## src/rtl/pll_cfg_pkg.sv

```systemverilog
// Package pll_cfg_pkg
// Shared widths, the sequencer state type and the test register codes.
// Assumes an 8-bit test code and an 8-bit test data path on the PHY side.
package pll_cfg_pkg;

    localparam int CODE_W     = 8;
    localparam int DATA_W     = 8;
    localparam int NUM_WRITES = 13;
    localparam int STEP_W     = $clog2(NUM_WRITES);
    localparam int LAST_STEP  = NUM_WRITES - 1;

    typedef enum logic [1:0] {
        ST_IDLE   = 2'd0,
        ST_RUN    = 2'd1,
        ST_FINISH = 2'd2
    } seq_state_t;

    // Test register codes; the PHY decodes these values.
    localparam logic [CODE_W-1:0] C_VCO_BAND   = 8'h12;
    localparam logic [CODE_W-1:0] C_IN_DIV     = 8'h17;
    localparam logic [CODE_W-1:0] C_LOOP_DIV   = 8'h18;
    localparam logic [CODE_W-1:0] C_DIV_OVR    = 8'h19;
    localparam logic [CODE_W-1:0] C_CP_PROP    = 8'h0E;
    localparam logic [CODE_W-1:0] C_CP_INT     = 8'h0F;
    localparam logic [CODE_W-1:0] C_GMP        = 8'h13;
    localparam logic [CODE_W-1:0] C_CP_BIAS    = 8'h1C;
    localparam logic [CODE_W-1:0] C_PHASE_TH   = 8'h14;
    localparam logic [CODE_W-1:0] C_LOCK_FLT   = 8'h15;
    localparam logic [CODE_W-1:0] C_UNLOCK_FLT = 8'h16;
    localparam logic [CODE_W-1:0] C_LOCK_SEL   = 8'h1D;

    // Flag bits inside data fields.
    localparam logic [DATA_W-1:0] F_BAND_OVR = 8'h40;
    localparam logic [DATA_W-1:0] F_M_HIGH   = 8'h80;
    localparam logic [DATA_W-1:0] F_NM_OVR   = 8'h30;

    // Fixed data values.
    localparam logic [DATA_W-1:0] D_CP_FAST    = 8'h0C;
    localparam logic [DATA_W-1:0] D_CP_SLOW    = 8'h0B;
    localparam logic [DATA_W-1:0] D_CP_INT     = 8'h00;
    localparam logic [DATA_W-1:0] D_GMP        = 8'h10;
    localparam logic [DATA_W-1:0] D_CP_BIAS    = 8'h10;
    localparam logic [DATA_W-1:0] D_PHASE_TH   = 8'h02;
    localparam logic [DATA_W-1:0] D_LOCK_FLT   = 8'h60;
    localparam logic [DATA_W-1:0] D_UNLOCK_FLT = 8'h03;
    localparam logic [DATA_W-1:0] D_LOCK_SEL   = 8'h02;

endpackage

```

## src/rtl/pll_cfg_capture.sv

```systemverilog
// Module pll_cfg_capture
// Samples the PLL settings on a start that the controller accepts.
// It also registers the charge-pump range decision, so the write path
// only reads flops. Assumes the inputs are valid in the start cycle.
module pll_cfg_capture #(
    parameter int N_W       = 4,
    parameter int M_W       = 10,
    parameter int BAND_W    = 6,
    parameter int PDIV_W    = 4,
    parameter int TGT_W     = 12,
    parameter int CP_THRESH = 1150
) (
    input  logic              clk,
    input  logic              rst_n,
    input  logic              cap_en_i,
    input  logic [N_W-1:0]    div_n_i,
    input  logic [M_W-1:0]    div_m_i,
    input  logic [BAND_W-1:0] vco_band_i,
    input  logic [PDIV_W-1:0] post_div_i,
    input  logic [TGT_W-1:0]  tgt_mhz_i,
    output logic [N_W-1:0]    n_q_o,
    output logic [M_W-1:0]    m_q_o,
    output logic [BAND_W-1:0] band_q_o,
    output logic              cp_fast_q_o
);

    localparam int PROD_W = TGT_W + PDIV_W;

    logic [PROD_W-1:0] vco_prod;
    logic              cp_fast;

    // Scale the target by the post-divider and compare it with the threshold.
    always_comb begin
        vco_prod = PROD_W'(tgt_mhz_i) * PROD_W'(post_div_i);
        cp_fast  = (vco_prod > PROD_W'(CP_THRESH));
    end

    // Hold the sampled settings for the whole sequence.
    always_ff @(posedge clk) begin
        if (!rst_n) begin
            n_q_o       <= '0;
            m_q_o       <= '0;
            band_q_o    <= '0;
            cp_fast_q_o <= 1'b0;
        end else if (cap_en_i) begin
            n_q_o       <= div_n_i;
            m_q_o       <= div_m_i;
            band_q_o    <= vco_band_i;
            cp_fast_q_o <= cp_fast;
        end
    end

endmodule

```

## src/rtl/pll_cfg_ctrl.sv

```systemverilog
// Module pll_cfg_ctrl
// Sequencer state machine: idle, running through the write steps, and a
// single finish cycle that drives done. Accepts start only when idle and
// advances the step index on each valid/ready handshake.
module pll_cfg_ctrl
    import pll_cfg_pkg::*;
(
    input  logic              clk,
    input  logic              rst_n,
    input  logic              start_i,
    input  logic              ready_i,
    output logic              cap_en_o,
    output logic              valid_o,
    output logic              done_o,
    output logic [STEP_W-1:0] step_o
);

    seq_state_t        state_q;
    seq_state_t        state_d;
    logic [STEP_W-1:0] step_d;
    logic              last_step;

    // Decode the outputs from the current state.
    always_comb begin
        cap_en_o  = (state_q == ST_IDLE) && start_i;
        valid_o   = (state_q == ST_RUN);
        done_o    = (state_q == ST_FINISH);
        last_step = (step_o == STEP_W'(LAST_STEP));
    end

    // Next-state and step logic.
    always_comb begin
        state_d = state_q;
        step_d  = step_o;
        unique case (state_q)
            ST_IDLE: begin
                if (start_i) begin
                    state_d = ST_RUN;
                    step_d  = '0;
                end
            end
            ST_RUN: begin
                if (ready_i) begin
                    if (last_step) begin
                        state_d = ST_FINISH;
                    end else begin
                        step_d = step_o + 1'b1;
                    end
                end
            end
            ST_FINISH: state_d = ST_IDLE;
            default:   state_d = ST_IDLE;
        endcase
    end

    // State and step registers.
    always_ff @(posedge clk) begin
        if (!rst_n) begin
            state_q <= ST_IDLE;
            step_o  <= '0;
        end else begin
            state_q <= state_d;
            step_o  <= step_d;
        end
    end

endmodule

```

## src/rtl/pll_cfg_packer.sv

```systemverilog
// Module pll_cfg_packer
// Maps a step index and the sampled settings to the code/data pair of
// that write. Purely combinational. Assumes its inputs come from flops,
// so the outputs stay steady while a write is stalled.
module pll_cfg_packer
    import pll_cfg_pkg::*;
#(
    parameter int N_W    = 4,
    parameter int M_W    = 10,
    parameter int BAND_W = 6,
    parameter int M_LO_W = 5
) (
    input  logic [STEP_W-1:0] step_i,
    input  logic [N_W-1:0]    n_i,
    input  logic [M_W-1:0]    m_i,
    input  logic [BAND_W-1:0] band_i,
    input  logic              cp_fast_i,
    output logic [CODE_W-1:0] code_o,
    output logic [DATA_W-1:0] data_o
);

    localparam int M_HI_W = M_W - M_LO_W;

    logic [DATA_W-1:0] m_lo;
    logic [DATA_W-1:0] m_hi;

    // Split the loop divider into its two write fields.
    always_comb begin
        m_lo = DATA_W'(m_i[M_LO_W-1:0]);
        m_hi = DATA_W'(m_i[M_W-1:M_LO_W]);
    end

    // Select the code and data for the current step.
    always_comb begin
        code_o = C_LOCK_SEL;
        data_o = D_LOCK_SEL;
        case (step_i)
            4'd0:  begin code_o = C_VCO_BAND;   data_o = DATA_W'(band_i) | F_BAND_OVR; end
            4'd1:  begin code_o = C_IN_DIV;     data_o = DATA_W'(n_i);                 end
            4'd2:  begin code_o = C_LOOP_DIV;   data_o = m_lo;                         end
            4'd3:  begin code_o = C_LOOP_DIV;   data_o = m_hi | F_M_HIGH;              end
            4'd4:  begin code_o = C_DIV_OVR;    data_o = F_NM_OVR;                     end
            4'd5:  begin code_o = C_CP_PROP;    data_o = cp_fast_i ? D_CP_FAST : D_CP_SLOW; end
            4'd6:  begin code_o = C_CP_INT;     data_o = D_CP_INT;                     end
            4'd7:  begin code_o = C_GMP;        data_o = D_GMP;                        end
            4'd8:  begin code_o = C_CP_BIAS;    data_o = D_CP_BIAS;                    end
            4'd9:  begin code_o = C_PHASE_TH;   data_o = D_PHASE_TH;                   end
            4'd10: begin code_o = C_LOCK_FLT;   data_o = D_LOCK_FLT;                   end
            4'd11: begin code_o = C_UNLOCK_FLT; data_o = D_UNLOCK_FLT;                 end
            default: begin code_o = C_LOCK_SEL; data_o = D_LOCK_SEL;                   end
        endcase
    end

    // The high field must fit below the flag bit.
    if (M_HI_W > 7) begin : g_bad_width
        initial $error("loop divider high field too wide");
    end

endmodule

```

## src/rtl/pll_cfg_sequencer.sv

```systemverilog
// Module pll_cfg_sequencer (top)
// Writes the PLL settings into the PHY test registers as a fixed series
// of thirteen code/data writes over a valid/ready port, then pulses done.
// Assumes the settings are valid in the cycle that start is high.
module pll_cfg_sequencer
    import pll_cfg_pkg::*;
#(
    parameter int N_W       = 4,
    parameter int M_W       = 10,
    parameter int BAND_W    = 6,
    parameter int PDIV_W    = 4,
    parameter int TGT_W     = 12,
    parameter int CP_THRESH = 1150
) (
    input  logic              clk,
    input  logic              rst_n,
    input  logic              start_i,
    input  logic [N_W-1:0]    div_n_i,
    input  logic [M_W-1:0]    div_m_i,
    input  logic [BAND_W-1:0] vco_band_i,
    input  logic [PDIV_W-1:0] post_div_i,
    input  logic [TGT_W-1:0]  tgt_mhz_i,
    output logic              wr_valid_o,
    input  logic              wr_ready_i,
    output logic [CODE_W-1:0] wr_code_o,
    output logic [DATA_W-1:0] wr_data_o,
    output logic              done_o
);

    logic              cap_en;
    logic [STEP_W-1:0] step;
    logic [N_W-1:0]    n_q;
    logic [M_W-1:0]    m_q;
    logic [BAND_W-1:0] band_q;
    logic              cp_fast_q;

    pll_cfg_ctrl u_ctrl (
        .clk      (clk),
        .rst_n    (rst_n),
        .start_i  (start_i),
        .ready_i  (wr_ready_i),
        .cap_en_o (cap_en),
        .valid_o  (wr_valid_o),
        .done_o   (done_o),
        .step_o   (step)
    );

    pll_cfg_capture #(
        .N_W(N_W), .M_W(M_W), .BAND_W(BAND_W),
        .PDIV_W(PDIV_W), .TGT_W(TGT_W), .CP_THRESH(CP_THRESH)
    ) u_capture (
        .clk         (clk),
        .rst_n       (rst_n),
        .cap_en_i    (cap_en),
        .div_n_i     (div_n_i),
        .div_m_i     (div_m_i),
        .vco_band_i  (vco_band_i),
        .post_div_i  (post_div_i),
        .tgt_mhz_i   (tgt_mhz_i),
        .n_q_o       (n_q),
        .m_q_o       (m_q),
        .band_q_o    (band_q),
        .cp_fast_q_o (cp_fast_q)
    );

    pll_cfg_packer #(
        .N_W(N_W), .M_W(M_W), .BAND_W(BAND_W)
    ) u_packer (
        .step_i    (step),
        .n_i       (n_q),
        .m_i       (m_q),
        .band_i    (band_q),
        .cp_fast_i (cp_fast_q),
        .code_o    (wr_code_o),
        .data_o    (wr_data_o)
    );

endmodule

```

## config.mk

```make
export PLATFORM = sky130hd
export DESIGN_NAME = pll_cfg_sequencer
export DESIGN_NICKNAME = d
export VERILOG_FILES = /design/src/rtl/pll_cfg_pkg.sv /design/src/rtl/pll_cfg_capture.sv /design/src/rtl/pll_cfg_ctrl.sv /design/src/rtl/pll_cfg_packer.sv /design/src/rtl/pll_cfg_sequencer.sv
export SDC_FILE = /design/constraint.sdc
export NUM_CORES = 1
export LEC_CHECK = 0
export BUFFER_PORTS_ARGS = -buffer_cell sky130_fd_sc_hd__buf_2
export CORE_ASPECT_RATIO = 0.7
export CORE_MARGIN = 2
export CORE_UTILIZATION = 34
export CTS_CLUSTER_SIZE = 25
export DETAILED_ROUTE_END_ITERATION = 12
export SLEW_MARGIN = 10
export SYNTH_ARGS = -nofsm -noshare
export SYNTH_HDL_FRONTEND = slang
export SYNTH_SLANG_ARGS = --single-unit
```

## constraint.sdc

```tcl
create_clock -name clk -period 7.7 [get_ports clk]
set_input_delay 0.77 -clock clk [delete_from_list [all_inputs] [get_ports clk]]
set_output_delay 0.77 -clock clk [all_outputs]
set_load 0.02 [all_outputs]
```

### Yosys cells after proc, flatten, opt, wreduce, memory -nomap -nowiden

Cells that the tools add are included.

* bits in registers: 27
* bits of input ports: 40
* output and inout bits: 18
* word-level logic and storage cells: 46

* add/sub/neg operators: 1
* multipliers: 1
* order comparisons: 1
* eq/ne operators: 18
* mux-type cells: 11
* reduce and logical (&&, ||, !) cells: 8

Operators by type and width (count)
* 8-bit one-hot mux with 10 select lines: 1
* 5-bit one-hot mux with 11 select lines: 1
* 4-bit equality test, second input constant: 5
* 4-bit by 3-bit equality test with 1-bit output, second input constant: 4
* 16-bit by 11-bit > comparator with 1-bit output, second input constant: 1
* 12-bit by 4-bit multiplier with 16-bit output: 1
* 4-bit 2-to-1 mux: 3
* 4-bit by 2-bit equality test with 1-bit output, second input constant: 2
* 4-bit one-hot mux with 2 select lines: 1
* 2-bit 2-to-1 mux: 3
* 4-bit by 1-bit adder with 4-bit output, second input constant: 1
* 4-bit by 1-bit equality test with 1-bit output, second input constant: 1
* 4-bit logical NOT: 1
* 2-bit by 1-bit != test with 1-bit output, second input constant: 2
* 2-bit != test, second input constant: 2
* 2-bit one-hot mux with 2 select lines: 1
* 4-bit AND reduction: 1
* 2-bit OR reduction: 2
* 3-bit 2-to-1 mux: 1
* 3-bit AND reduction: 1
* 2-bit by 1-bit equality test with 1-bit output, second input constant: 1
* 2-bit equality test, second input constant: 1
* 2-bit logical NOT: 1
* 2-bit nonzero test: 1
* 1-bit logical AND: 1

### Depth between registers and ports, before layout

* depth after elaboration: 4
* depth in mapped cells: 14
* depth with buffers taken out: 12

### Modules after synthesis

Synthesis repeated with hierarchy kept, for this count alone.

* cell total of the unflattened synthesis: 357
* area, all modules: 3002.9 um2

By module, submodules not included
* pll_cfg_capture: times used 1, cells each 252, area an instance 2260.9 um2, seq. area each 420.4 um2
* pll_cfg_packer: times used 1, cells each 69, area an instance 416.6 um2, seq. area each 0.0 um2
* pll_cfg_ctrl: times used 1, cells each 36, area an instance 325.3 um2, seq. area each 120.1 um2

### Worst setup path after synthesis

OpenSTA, ideal clock, no wires.

* kind: input port to flip-flop
* from: input post_div_i[3]
* to: register u_capture.cp_fast_q_o
* setup time: 0.129 ns
* arrival time: 3.766 ns
* data required time: 7.571 ns
* slack: 3.805 ns
* cell stages on the path: 13
* path buffers: 1
* path through: clkbuf_1 -> and2_1 -> fa_1 -> inv_1 -> fa_1 -> inv_1 -> ha_1 -> a21o_1 -> a221oi_4 -> o21ai_2 -> xor2_1 -> o41ai_2 -> a31oi_1

* cells in the longest elaborated chain, start to end: 2

Ends and longest elaborated chain
* start: declaration: line pll_cfg_sequencer.sv:21 `input logic [PDIV_W-1:0] post_div_i,`
* 12-bit by 4-bit multiplier with 16-bit output: line pll_cfg_capture.sv:34 `vco_prod = PROD_W'(tgt_mhz_i) * PROD_W'(post_div_i);`
* 16-bit by 11-bit > comparator with 1-bit output: line pll_cfg_capture.sv:35 `cp_fast = (vco_prod > PROD_W'(CP_THRESH));`
* end signal: assignment: line pll_cfg_capture.sv:49 `cp_fast_q_o <= cp_fast;`
* end: declaration: line pll_cfg_capture.sv:24 `output logic cp_fast_q_o`

No other way between the ends.
A chain may end at the register's enable or synchronous reset.

### Worst setup path after layout

Same ends and word-level chain as after synthesis.

==> Flow_metrics.wiki <==
{| class="wikitable"
! Metric !! Value
|-
| Status || completed
|-
| Cts bufs inserted || 3
|-
| Final worst path period need || about 3.9 ns
|-
| Number of vias in the routed layout || 2,780
|-
| Number of placement rows || 28
|-
| Slew at the pin with the worst max-slew slack || around 0.8 ns
|-
| Sequential share of the synthesized area || between 10% and 20%
|-
| Die span in x || 117 um
|-
| Maximum number of pins on one net before global-route repair || 27
|-
| N_diodes || 0
|-
| Setup skew after layout || between 0.002 and 0.003 ns
|-
| Final setup violation count || 0
|-
| Global routing usage summed across all routing layers || 15.1%
|-
| Number of distinct library cells after synthesis || 55
|-
| Count of cells resized by post-cts repair || 0
|-
| Half-perimeter wire length of the detailed placement result || 5.57 mm
|-
| Worst-case clock buffer depth || 2
|-
| Yosys warning total || 0
|-
| Yosys top cell by area || sky130_fd_sc_hd__dfxtp_1
|-
| Critical Setup Path Class || input port to register
|-
| Wire length of the first global-routing pass || about 12 mm
|-
| Share of flip-flops with an asynchronous set or reset after synthesis || 0%
|-
| CTS sink cnt || 27
|-
| Drt pass-1 iters || 4
|-
| Die ar. || 9660 um^2
|-
| Proportion of netlist area held by the largest area contributor || between 10% and 20%
|-
| Layout filler cell count || 911
|-
| Number of endpoints with negative hold slack in the final report || 0
|-
| Count of final max-slew check failures || 0
|-
| Multi-input logic area || around 2200 um^2
|-
| Leakage Power || between 1.5 and 2 nW
|-
| Ports placed on the boundary || 58
|-
| Max Fclk || about 260 MHz
|-
| Min Hold Slack || around 0.46 ns
|-
| Setup bufs post-CTS || 0
|-
| Die height || ~83 um
|-
| Worst setup slack after placement || around 3.6 ns
|-
| Setup TNS Final || 0 ns
|-
| Hold_buf cts || 0
|-
| DRT iter0 DRCs || 181
|-
| Total number of nets in the final design || between 500 and 600
|-
| Type of element capturing the critical path || register
|-
| Worst-case headroom to the max-slew limit || approximately 47%
|-
| H-Tree Depth || 1
|-
| Final RePlAce weighted congestion || between 0.8 and 0.9
|-
| Count of buffers inserted at the top-level ports || 54
|-
| Starting utilization of the core area || 35.3%
|-
| Power per cell area || 148 nW/um^2
|-
| Total power || about 0.00051 W
|-
| Post-DRT Antenna Nets || 0
|-
| Maximum fanout encountered on the critical timing path || 12
|-
| Type of the most critical hold path || register to register
|-
| Signal arrival time at the worst endpoint || 4.07 ns
|-
| Peak supply drop || between 80 and 90 uV
|-
| CTS tree || yes
|-
| Vias in the first global route || 2,670
|-
| Proportion of layout cells with a drive suffix above 1 || about 16%
|-
| Final wirelength || 7.12 mm
|-
| Sequential cell area in the final layout || between 500 and 600 um^2
|-
| Mapped Avg Cell Area || between 7 and 8 um^2
|-
| Max-cap violation count || 0
|-
| DRC viols || 0
|-
| Antenna violations before repair || 0
|-
| Global route overflow || 0
|-
| Primary FF master, synth || sky130_fd_sc_hd__dfxtp_1
|-
| Avg WL per Cell || 12.9 um
|-
| Synthesized area || approximately 3000 um^2
|-
| Total of flip-flops plus latches after synthesis || 27
|-
| Clock Latency Late Sink || approximately 0.26 ns
|-
| Unrepaired setup endpoints after global routing || false
|-
| Final setup slack of the worst path || 3.82 ns
|-
| Startpoint type of the worst setup path || input port
|-
| Area inside the core boundary || between 8000 and 9000 um^2
|-
| Mapped Cells || 394
|-
| Clk root buf || sky130_fd_sc_hd__clkbuf_16
|-
| Layout overhead on the synthesized area || 13.8%
|-
| Number of synthesized flops with an enable pin || 0
|-
| Clk slew on worst S/H paths || 0.07 ns
|-
| Required arrival time at the worst endpoint || around 7.9 ns
|-
| Final cycle utilization of the critical path || about half
|-
| Via/cell ratio || 5.04
|-
| Cells taking the most area after synthesis || sky130_fd_sc_hd__dfxtp_1, sky130_fd_sc_hd__fa_1, sky130_fd_sc_hd__ha_1
|}
power by group:
part	switching, W	total, W	internal, W
sequential	0.00000540	0.000153	0.000147
combinational	0.000138	0.000237	0.0000989
clock	0.0000493	0.000119	0.0000702
layer usage:
metal / wire length (um) / GRT usage (%)
met1: 3830 / 23.9
met2: 2870 / 21.9
met3: 344 / 2.26
met4: 76 / 2.57
met5: 0 / 0
cell families after synthesis:
kind of cell	synth area share (%)
and+or+nand+nor	25.7
muxes	0.332
buffers and inverters	8.33
other	0.124
DFF	17.9
xor gates and xnor gates	2.32
AOI/OAI and AO/OA	22.0
adders and majority gates	23.2
worst paths after layout:
path	start	to	slack, ns	depth (start not counted)
setup / recovery	post_div_i[3]	u_capture.cp_fast_q_o	3.82	13
hold reg to reg	u_capture.n_q_o[3]	u_capture.n_q_o[3]	0.46	2
setup reg to reg	u_ctrl.step_o[0]	u_ctrl.step_o[3]	5.71	8
hold / removal	u_capture.n_q_o[3]	u_capture.n_q_o[3]	0.46	2
cell usage in the layout, fill, tap and decap left out, types with 2 or more instances in the layout:
| cell type | n |
|---|---|
| sky130_fd_sc_hd__nand2_1 | 65 |
| sky130_fd_sc_hd__buf_2 | 54 |
| sky130_fd_sc_hd__inv_1 | 40 |
| sky130_fd_sc_hd__and2_1 | 38 |
| sky130_fd_sc_hd__dfxtp_1 | 27 |
| sky130_fd_sc_hd__ha_1 | 24 |
| sky130_fd_sc_hd__a21boi_0 | 21 |
| sky130_fd_sc_hd__fa_1 | 20 |
| sky130_fd_sc_hd__a21oi_1 | 18 |
| sky130_fd_sc_hd__nor2_1 | 16 |
| sky130_fd_sc_hd__o21ai_0 | 15 |
| sky130_fd_sc_hd__nand3_1 | 8 |
| sky130_fd_sc_hd__a31oi_1 | 7 |
| sky130_fd_sc_hd__nand4_1 | 6 |
| sky130_fd_sc_hd__xnor2_1 | 5 |
| sky130_fd_sc_hd__nor2b_1 | 4 |
| sky130_fd_sc_hd__nand2b_1 | 4 |
| sky130_fd_sc_hd__nor3_1 | 4 |
| sky130_fd_sc_hd__a22oi_1 | 4 |
| sky130_fd_sc_hd__a21o_1 | 4 |
| sky130_fd_sc_hd__a211oi_1 | 3 |
| sky130_fd_sc_hd__xor2_1 | 3 |
| sky130_fd_sc_hd__conb_1 | 3 |
| sky130_fd_sc_hd__clkbuf_16 | 3 |
| sky130_fd_sc_hd__a222oi_1 | 2 |
| sky130_fd_sc_hd__o21a_1 | 2 |
| sky130_fd_sc_hd__nor3b_1 | 2 |
| sky130_fd_sc_hd__and3_1 | 2 |
worst max-delay path, cell delays in order:
cell and delay (ns):
sky130_fd_sc_hd__buf_2 0.16, sky130_fd_sc_hd__and2_1 0.17, sky130_fd_sc_hd__fa_1 0.53, sky130_fd_sc_hd__inv_1 0.05, sky130_fd_sc_hd__fa_1 0.52, sky130_fd_sc_hd__inv_1 0.04, sky130_fd_sc_hd__ha_1 0.37, sky130_fd_sc_hd__a21o_1 0.22
sky130_fd_sc_hd__a31o_2 0.24, sky130_fd_sc_hd__xnor2_1 0.13, sky130_fd_sc_hd__a2111oi_0 0.59, sky130_fd_sc_hd__o41ai_2 0.10, sky130_fd_sc_hd__a31oi_1 0.17
registers in the layout (all words and copies together) (netlist names):
register / count
u_ctrl.state_q: 2
u_capture.m_q_o: 10
u_ctrl.step_o: 4
u_capture.cp_fast_q_o: 1
u_capture.n_q_o: 4
u_capture.band_q_o: 6
area by class of cell:
| class | count | area share, % |
|---|---|---|
| clock buffers | 3 | 2.18 |
| inverters | 41 | 4.48 |
| multi-input cells | 305 | 65.0 |
| clock inverters | 1 | 0.146 |
| flip-flops and latches | 27 | 15.7 |
| repair buffers | 55 | 8.08 |
| well taps | 120 | 4.37 |
per-stage QoR:
step,utilization (%),instances,area [um^2]
6_report,40.2,552,3440
2_1_floorplan,-,396,3030
3_5_place_dp,39.3,548,3360
5_1_grt,40.2,552,3440
3_3_place_gp,39.3,548,3360
4_1_cts,40.2,552,3440
cells in the mapped netlist (all sizes together), types with 5 or more instances:
| master | count |
|---|---|
| nor2 | 16 |
| fa | 20 |
| and2 | 38 |
| clkbuf | 19 |
| xnor2 | 5 |
| o21ai | 16 |
| ha | 24 |
| dfxtp | 27 |
| a21oi | 18 |
| nand2 | 65 |
| inv | 40 |
| a31oi | 7 |
| a21boi | 21 |
| nand4 | 6 |
| nand3 | 8 |
No activity file was read; power rests on OpenSTA's default activity.
